`src/rtl/ptw_pkg.sv`:
```
package ptw_pkg;

    typedef enum logic [2:0] {
        W_IDLE      = 3'd0,
        W_DIR_ISSUE = 3'd1,
        W_DIR_WAIT  = 3'd2,
        W_TBL_ISSUE = 3'd3,
        W_TBL_WAIT  = 3'd4,
        W_REPLY     = 3'd5
    } walk_state_e;

    typedef enum logic [1:0] {
        FLT_NONE   = 2'd0,
        FLT_ABSENT = 2'd1,
        FLT_PROT   = 2'd2
    } fault_e;

endpackage

```
`src/rtl/ptw_entry_check.sv`:
```
module ptw_entry_check
    import ptw_pkg::*;
#(
    parameter int ENTRY_W     = 32,
    parameter int VALID_BIT   = 0,
    parameter int WRITE_BIT   = 1,
    parameter int HUGE_BIT    = 7,
    parameter bit IS_DIR      = 1'b1
) (
    input  logic [ENTRY_W-1:0] entry,
    input  logic               is_write,
    output fault_e             verdict,
    output logic               is_huge
);

    logic unused_entry_bits;
    assign unused_entry_bits = ^entry;

    always_comb begin
        if (!entry[VALID_BIT]) begin
            verdict = FLT_ABSENT;
        end else if (is_write && !entry[WRITE_BIT]) begin
            verdict = FLT_PROT;
        end else begin
            verdict = FLT_NONE;
        end
    end

    generate
        if (IS_DIR) begin : g_dir_level
            assign is_huge = entry[VALID_BIT] & entry[HUGE_BIT];
        end else begin : g_leaf_level
            assign is_huge = 1'b0;
        end
    endgenerate

endmodule

```
`src/rtl/ptw_addr_gen.sv`:
```
module ptw_addr_gen #(
    parameter int VA_W        = 32,
    parameter int PA_W        = 32,
    parameter int OFF_W       = 12,
    parameter int IDX_W       = 10,
    parameter int ENTRY_BYTES = 4
) (
    input  logic [PA_W-OFF_W-1:0] root_frame,
    input  logic [PA_W-OFF_W-1:0] dir_frame,
    input  logic [VA_W-1:0]       vaddr,
    input  logic [PA_W-1:0]       live_entry,
    output logic [PA_W-1:0]       dir_entry_addr,
    output logic [PA_W-1:0]       tbl_entry_addr,
    output logic [PA_W-1:0]       leaf_paddr,
    output logic [PA_W-1:0]       huge_paddr
);

    localparam int SH       = $clog2(ENTRY_BYTES);
    localparam int HUGE_OFF = OFF_W + IDX_W;

    logic [IDX_W-1:0] dir_idx;
    logic [IDX_W-1:0] tbl_idx;

    assign dir_idx = vaddr[VA_W-1 -: IDX_W];
    assign tbl_idx = vaddr[HUGE_OFF-1 -: IDX_W];

    assign dir_entry_addr = {root_frame, {OFF_W{1'b0}}} + (PA_W'(dir_idx) << SH);
    assign tbl_entry_addr = {dir_frame,  {OFF_W{1'b0}}} + (PA_W'(tbl_idx) << SH);

    assign leaf_paddr = {live_entry[PA_W-1:OFF_W],    vaddr[OFF_W-1:0]};
    assign huge_paddr = {live_entry[PA_W-1:HUGE_OFF], vaddr[HUGE_OFF-1:0]};

    logic unused_live_low;
    assign unused_live_low = ^live_entry[OFF_W-1:0];

endmodule

```
`src/rtl/ptw_walk_fsm.sv`:
```
module ptw_walk_fsm
    import ptw_pkg::*;
#(
    parameter int VA_W  = 32,
    parameter int PA_W  = 32,
    parameter int OFF_W = 12
) (
    input  logic                  clk,
    input  logic                  rst_n,
    input  logic                  req_valid,
    input  logic [VA_W-1:0]       req_vaddr,
    input  logic                  req_write,
    output logic                  req_ready,
    output logic                  resp_valid,
    input  logic                  resp_ready,
    output logic [PA_W-1:0]       resp_paddr,
    output logic [1:0]            resp_fault,
    output logic                  resp_level,
    output logic                  mem_req_valid,
    input  logic                  mem_req_ready,
    output logic [PA_W-1:0]       mem_req_addr,
    input  logic                  mem_rsp_valid,
    input  logic [PA_W-1:0]       mem_rsp_data,
    input  fault_e                dir_verdict,
    input  logic                  dir_huge,
    input  fault_e                tbl_verdict,
    input  logic [PA_W-1:0]       dir_entry_addr,
    input  logic [PA_W-1:0]       tbl_entry_addr,
    input  logic [PA_W-1:0]       leaf_paddr,
    input  logic [PA_W-1:0]       huge_paddr,
    output logic [VA_W-1:0]       vaddr_q,
    output logic                  write_q,
    output logic [PA_W-OFF_W-1:0] dir_frame_q
);

    walk_state_e state_q, state_d;
    logic [PA_W-1:0] paddr_q;
    fault_e          fault_q;
    logic            level_q;

    // state register
    always_ff @(posedge clk or negedge rst_n) begin
        if (!rst_n) state_q <= W_IDLE;
        else        state_q <= state_d;
    end

    // transitions
    always_comb begin
        state_d = state_q;
        unique case (state_q)
            W_IDLE:      if (req_valid)     state_d = W_DIR_ISSUE;
            W_DIR_ISSUE: if (mem_req_ready) state_d = W_DIR_WAIT;
            W_DIR_WAIT: begin
                if (mem_rsp_valid) begin
                    if (dir_verdict != FLT_NONE || dir_huge) state_d = W_REPLY;
                    else                                     state_d = W_TBL_ISSUE;
                end
            end
            W_TBL_ISSUE: if (mem_req_ready) state_d = W_TBL_WAIT;
            W_TBL_WAIT:  if (mem_rsp_valid) state_d = W_REPLY;
            W_REPLY:     if (resp_ready)    state_d = W_IDLE;
            default:                        state_d = W_IDLE;
        endcase
    end

    // captured walk context and result
    always_ff @(posedge clk or negedge rst_n) begin
        if (!rst_n) begin
            vaddr_q     <= '0;
            write_q     <= 1'b0;
            dir_frame_q <= '0;
            paddr_q     <= '0;
            fault_q     <= FLT_NONE;
            level_q     <= 1'b0;
        end else begin
            unique case (state_q)
                W_IDLE: begin
                    if (req_valid) begin
                        vaddr_q <= req_vaddr;
                        write_q <= req_write;
                        paddr_q <= '0;
                        fault_q <= FLT_NONE;
                        level_q <= 1'b0;
                    end
                end
                W_DIR_WAIT: begin
                    if (mem_rsp_valid) begin
                        dir_frame_q <= mem_rsp_data[PA_W-1:OFF_W];
                        if (dir_verdict != FLT_NONE) begin
                            fault_q <= dir_verdict;
                            level_q <= 1'b0;
                        end else if (dir_huge) begin
                            paddr_q <= huge_paddr;
                        end
                    end
                end
                W_TBL_WAIT: begin
                    if (mem_rsp_valid) begin
                        if (tbl_verdict != FLT_NONE) begin
                            fault_q <= tbl_verdict;
                            level_q <= 1'b1;
                        end else begin
                            paddr_q <= leaf_paddr;
                        end
                    end
                end
                default: ;
            endcase
        end
    end

    // outputs
    always_comb begin
        req_ready     = (state_q == W_IDLE);
        mem_req_valid = (state_q == W_DIR_ISSUE) || (state_q == W_TBL_ISSUE);
        mem_req_addr  = '0;
        if (state_q == W_DIR_ISSUE) mem_req_addr = dir_entry_addr;
        if (state_q == W_TBL_ISSUE) mem_req_addr = tbl_entry_addr;
        resp_valid    = (state_q == W_REPLY);
        resp_paddr    = paddr_q;
        resp_fault    = fault_q;
        resp_level    = level_q;
    end

    AST_PROT_ONLY_ON_WRITE: assert property (@(posedge clk) disable iff (!rst_n)
        (resp_valid && resp_fault == FLT_PROT) |-> write_q);

    AST_OFFSET_KEPT: assert property (@(posedge clk) disable iff (!rst_n)
        (resp_valid && resp_fault == FLT_NONE) |-> resp_paddr[OFF_W-1:0] == vaddr_q[OFF_W-1:0]);

    AST_FAULT_ZERO_ADDR: assert property (@(posedge clk) disable iff (!rst_n)
        (resp_valid && resp_fault != FLT_NONE) |-> resp_paddr == '0);

endmodule

```
`src/rtl/ptw_walker.sv`:
```
module ptw_walker
    import ptw_pkg::*;
#(
    parameter int VA_W        = 32,
    parameter int PA_W        = 32,
    parameter int OFF_W       = 12,
    parameter int IDX_W       = 10,
    parameter int ENTRY_BYTES = 4,
    parameter int VALID_BIT   = 0,
    parameter int WRITE_BIT   = 1,
    parameter int HUGE_BIT    = 7
) (
    input  logic                  clk,
    input  logic                  rst_n,
    input  logic [PA_W-OFF_W-1:0] root_frame,
    input  logic                  req_valid,
    output logic                  req_ready,
    input  logic [VA_W-1:0]       req_vaddr,
    input  logic                  req_write,
    output logic                  resp_valid,
    input  logic                  resp_ready,
    output logic [PA_W-1:0]       resp_paddr,
    output logic [1:0]            resp_fault,
    output logic                  resp_level,
    output logic                  mem_req_valid,
    input  logic                  mem_req_ready,
    output logic [PA_W-1:0]       mem_req_addr,
    input  logic                  mem_rsp_valid,
    input  logic [PA_W-1:0]       mem_rsp_data
);

    localparam int LEVELS  = 2;
    localparam int FRAME_W = PA_W - OFF_W;

    fault_e              verdict [LEVELS];
    logic   [LEVELS-1:0] huge;
    logic   [VA_W-1:0]   vaddr_q;
    logic                write_q;
    logic   [FRAME_W-1:0] dir_frame_q;
    logic   [PA_W-1:0]   dir_entry_addr, tbl_entry_addr, leaf_paddr, huge_paddr;

    generate
        for (genvar lv = 0; lv < LEVELS; lv++) begin : g_level
            ptw_entry_check #(
                .ENTRY_W  (PA_W),
                .VALID_BIT(VALID_BIT),
                .WRITE_BIT(WRITE_BIT),
                .HUGE_BIT (HUGE_BIT),
                .IS_DIR   (lv == 0)
            ) i_check (
                .entry   (mem_rsp_data),
                .is_write(write_q),
                .verdict (verdict[lv]),
                .is_huge (huge[lv])
            );
        end
    endgenerate

    logic unused_leaf_huge;
    assign unused_leaf_huge = huge[1];

    ptw_addr_gen #(
        .VA_W(VA_W), .PA_W(PA_W), .OFF_W(OFF_W), .IDX_W(IDX_W), .ENTRY_BYTES(ENTRY_BYTES)
    ) i_addr (
        .root_frame    (root_frame),
        .dir_frame     (dir_frame_q),
        .vaddr         (vaddr_q),
        .live_entry    (mem_rsp_data),
        .dir_entry_addr(dir_entry_addr),
        .tbl_entry_addr(tbl_entry_addr),
        .leaf_paddr    (leaf_paddr),
        .huge_paddr    (huge_paddr)
    );

    ptw_walk_fsm #(.VA_W(VA_W), .PA_W(PA_W), .OFF_W(OFF_W)) i_fsm (
        .clk           (clk),
        .rst_n         (rst_n),
        .req_valid     (req_valid),
        .req_vaddr     (req_vaddr),
        .req_write     (req_write),
        .req_ready     (req_ready),
        .resp_valid    (resp_valid),
        .resp_ready    (resp_ready),
        .resp_paddr    (resp_paddr),
        .resp_fault    (resp_fault),
        .resp_level    (resp_level),
        .mem_req_valid (mem_req_valid),
        .mem_req_ready (mem_req_ready),
        .mem_req_addr  (mem_req_addr),
        .mem_rsp_valid (mem_rsp_valid),
        .mem_rsp_data  (mem_rsp_data),
        .dir_verdict   (verdict[0]),
        .dir_huge      (huge[0]),
        .tbl_verdict   (verdict[1]),
        .dir_entry_addr(dir_entry_addr),
        .tbl_entry_addr(tbl_entry_addr),
        .leaf_paddr    (leaf_paddr),
        .huge_paddr    (huge_paddr),
        .vaddr_q       (vaddr_q),
        .write_q       (write_q),
        .dir_frame_q   (dir_frame_q)
    );

    AST_MEM_REQ_HOLD: assert property (@(posedge clk) disable iff (!rst_n)
        (mem_req_valid && !mem_req_ready) |=> (mem_req_valid && $stable(mem_req_addr)));

    AST_RESP_HOLD: assert property (@(posedge clk) disable iff (!rst_n)
        (resp_valid && !resp_ready) |=> (resp_valid && $stable(resp_paddr)
                                         && $stable(resp_fault) && $stable(resp_level)));

    AST_BUSY_NOT_READY: assert property (@(posedge clk) disable iff (!rst_n)
        (resp_valid || mem_req_valid) |-> !req_ready);

    AST_ACCEPT_STARTS_READ: assert property (@(posedge clk) disable iff (!rst_n)
        (req_valid && req_ready) |=> (mem_req_valid && !resp_valid));

    AST_FAULT_CODE_LEGAL: assert property (@(posedge clk) disable iff (!rst_n)
        resp_valid |-> (resp_fault != 2'd3));

endmodule

```
`config.mk`:
```
export PLATFORM = sky130hd
export DESIGN_NAME = ptw_walker
export DESIGN_NICKNAME = d
export VERILOG_FILES = /design/src/rtl/ptw_pkg.sv /design/src/rtl/ptw_entry_check.sv /design/src/rtl/ptw_addr_gen.sv /design/src/rtl/ptw_walk_fsm.sv /design/src/rtl/ptw_walker.sv
export SDC_FILE = /design/constraint.sdc
export NUM_CORES = 1
export LEC_CHECK = 0
export ABC_AREA = 1
export BUFFER_PORTS_ARGS = -buffer_cell sky130_fd_sc_hd__buf_2
export CORE_UTILIZATION = 50
export CTS_BUF_LIST = sky130_fd_sc_hd__clkbuf_4
export DETAILED_ROUTE_END_ITERATION = 6
export GPL_TIMING_DRIVEN = 1
export PLACE_DENSITY = 0.82
export SLEW_MARGIN = 20
export SYNTH_ARGS = -nofsm -noshare
export SYNTH_HDL_FRONTEND = slang
export SYNTH_HIERARCHICAL = 1
export SYNTH_SLANG_ARGS = --single-unit
export TNS_END_PERCENT = 20
```
`constraint.sdc`:
```
create_clock -name clk -period 1.69 [get_ports clk]
set_input_delay 0.169 -clock clk [delete_from_list [all_inputs] [get_ports clk]]
set_output_delay 0.169 -clock clk [all_outputs]
set_load 0.01 [all_outputs]
```
==> flow_summary.toml <==
[finish]
drive_gt1_share_pct = 26.03
finalNonFillerCells = 1062
syn_to_final_growth_pct = 18.80
utilization_pct = 60.85
fill_cells = 978
final_nets = 1007

[clock_tree]
cts_buffers = 9
clock_sinks = 91
cts_tree = "built"
clkTransAtPathRegs_ns = 0.14
cts.root.buffer_cell = "clkbuf_4"
clockBufferDepth = 2
clk_latency_ns = 0.44
h-tree-depth = 3

[grt]
grt_pass1_vias = 4697
grt_max_degree = 57
grt_antenna_before_repair = 1
gr-total-overflow = 0
track_usage_pct = 24.81
grt_pass1_wl_um = 22710

[timing]
slew_violations = 0
rsz0062_at_grt = "yes"
fin_skew_ns = 0.01609
period_minus_slack_ns = 1.851
setup_tns_ns = -4.387
tightestPinTransition_ns = 0.5215
setup_ws_ns = -0.1608
relSlewSlack_pct = 65.15
fmax_mhz = 540.3
hold_viol = 0
setup_viol = 50
layout_worst_path_cycle_share_pct = 109.5

[worst_setup_path]
rr_worst_depth = 9
reg2reg_slack_ns = -0.06
critPathLaunch = "i_fsm/state_q[1]"
start_kind = "register"
reg2reg_to = "i_fsm/resp_paddr[29]"
path_class = "register to primary output"
critPathCapture = "mem_req_addr[4]"
path_max_fanout = 6
worstPathRequired_ns = 1.52
arrival_ns = 1.68
r2r_start = "i_fsm/state_q[1]"
end_kind = "primary output"

[die]
dieArea_mm2 = 0.01208
initial_core_util_pct = 51.22
coreArea_mm2 = 0.01137
fp-row-count = 39
pin_count = 161
die_h_um = 109.9
die_w_um = 109.9

[flow_run]
cap_violations = 0

[drt]
num_vias = 5235
wl_per_cell_um = 14.07
first_pass_iters = 7
vias_per_cell = 4.929
wl_um = 14950
first_iter_violations = 327
drtAntennaViolNets = 0
drc = 0

[pwr]
leakagePower_nw = 4.060
p_per_area_mw_per_mm2 = 1600
peakVddDrop_mv = 0.7046
p_total_mw = 11.07

[status]
outcome = "finished with violations"
violations = "negative setup slack"

[placed_design]
dpl.hpwl_um = 9086
port_buffers = 149
gp_congestion = 0.8622
placedCellCount = 976

[worst_hold_path]
worst_hold_path_type = "input port to register"

[yosys]
ys_warn_count = 6
synth_cells = 822
postSynthAreaPerCell_um2 = 7.084
syn_area_mm2 = 0.005823
[worst max-delay path, stage by stage (launching register included)]
cell and delay [ns]:
dfrtp_1 0.40, inv_2 0.07, buf_8 0.12, nor2_4 0.13, buf_12 0.14, buf_8 0.12, nand2_1 0.06, nand2_1 0.07
buf_2 0.13
[metal layers]
metal  track usage (%)  share of wire (%)  up-vias
met5                 0                  0        -
met4             9.619                2.2        0
met3             3.972                5.9       33
met2             41.83                 49      229
met1             31.81                 43     2391
li1                  -                  -     2582
[report_power, final]
group          leakage [nW]  switching [mW]  total, mW  internal [mW]
sequential             1.18           0.621       3.77           3.15
combinational          2.82            3.61       6.16           2.54
clock                0.0642           0.703       1.15          0.443
[stage by stage]
stage               hold slack (ns)  setup slack (ns)  area [µm²]
floorplan                   -0.1266            0.2123        5834
global placement             0.1352          -0.02993        5882
detailed placement           0.1420          -0.09286        5882
CTS                       0.0007629           -0.1492        6751
global route                 0.1386           -0.2622        6918
finish                       0.1374           -0.1608        6918
[sequential cells by signal, indices dropped and copies added (netlist names)]
register and count:
i_fsm/dir_frame_q 20, i_fsm/resp_fault 2, i_fsm/resp_level 1, i_fsm/resp_paddr 32, i_fsm/state_q 3, i_fsm/vaddr_q 32
i_fsm/write_q 1
[worst min path at each step]
stage	startpoint	cells after the start	slack [ns]	to
floorplan	rst_n	0	-0.13	i_fsm/dir_frame_q[0]
global placement	rst_n	1	0.14	i_fsm/vaddr_q[26]
detailed placement	rst_n	1	0.14	i_fsm/vaddr_q[26]
CTS	mem_rsp_data[18]	3	0.0008	i_fsm/dir_frame_q[6]
global route	mem_rsp_data[1]	6	0.14	i_fsm/resp_fault[1]
finish	mem_rsp_data[1]	6	0.14	i_fsm/resp_fault[1]
[cells in the final DEF (no fill, tap or decap), types with 2 or more instances in the layout]
cell	n
nand2_1	346
buf_2	140
nand3_1	92
dfrtp_1	91
dlygate4sd3_1	54
inv_1	43
o21bai_1	32
buf_4	29
nand2_2	15
buf_6	14
clkbuf_4	10
nor2_1	8
buf_12	7
nor2_4	5
o21ai_0	5
conb_1	4
inv_2	4
buf_8	3
clkinv_2	2
nand2_4	2
nand3_2	2
[timing repair]
action	CTS	global route
buffers inserted	12	3
endpoints found under the hold margin	77	2
pin swaps	13	31
cloned	3	1
hold buffers	52	2
resized for setup	26	28
endpoints found under the setup margin	70	90
[area by class of cell]
class / instances / area [µm²] / share of cell area (%)
multi-input combinational: 516 / 2302 / 33.28
sequential: 91 / 2277 / 32.92
timing repair buffer: 249 / 1854 / 26.80
inverter: 49 / 185.2 / 2.677
tap: 143 / 178.9 / 2.586
clock buffer: 10 / 75.07 / 1.085
clock inverter: 3 / 42.54 / 0.6149
antenna: 1 / 2.502 / 0.03617
Note: power is estimated with default switching activity, not from simulation.
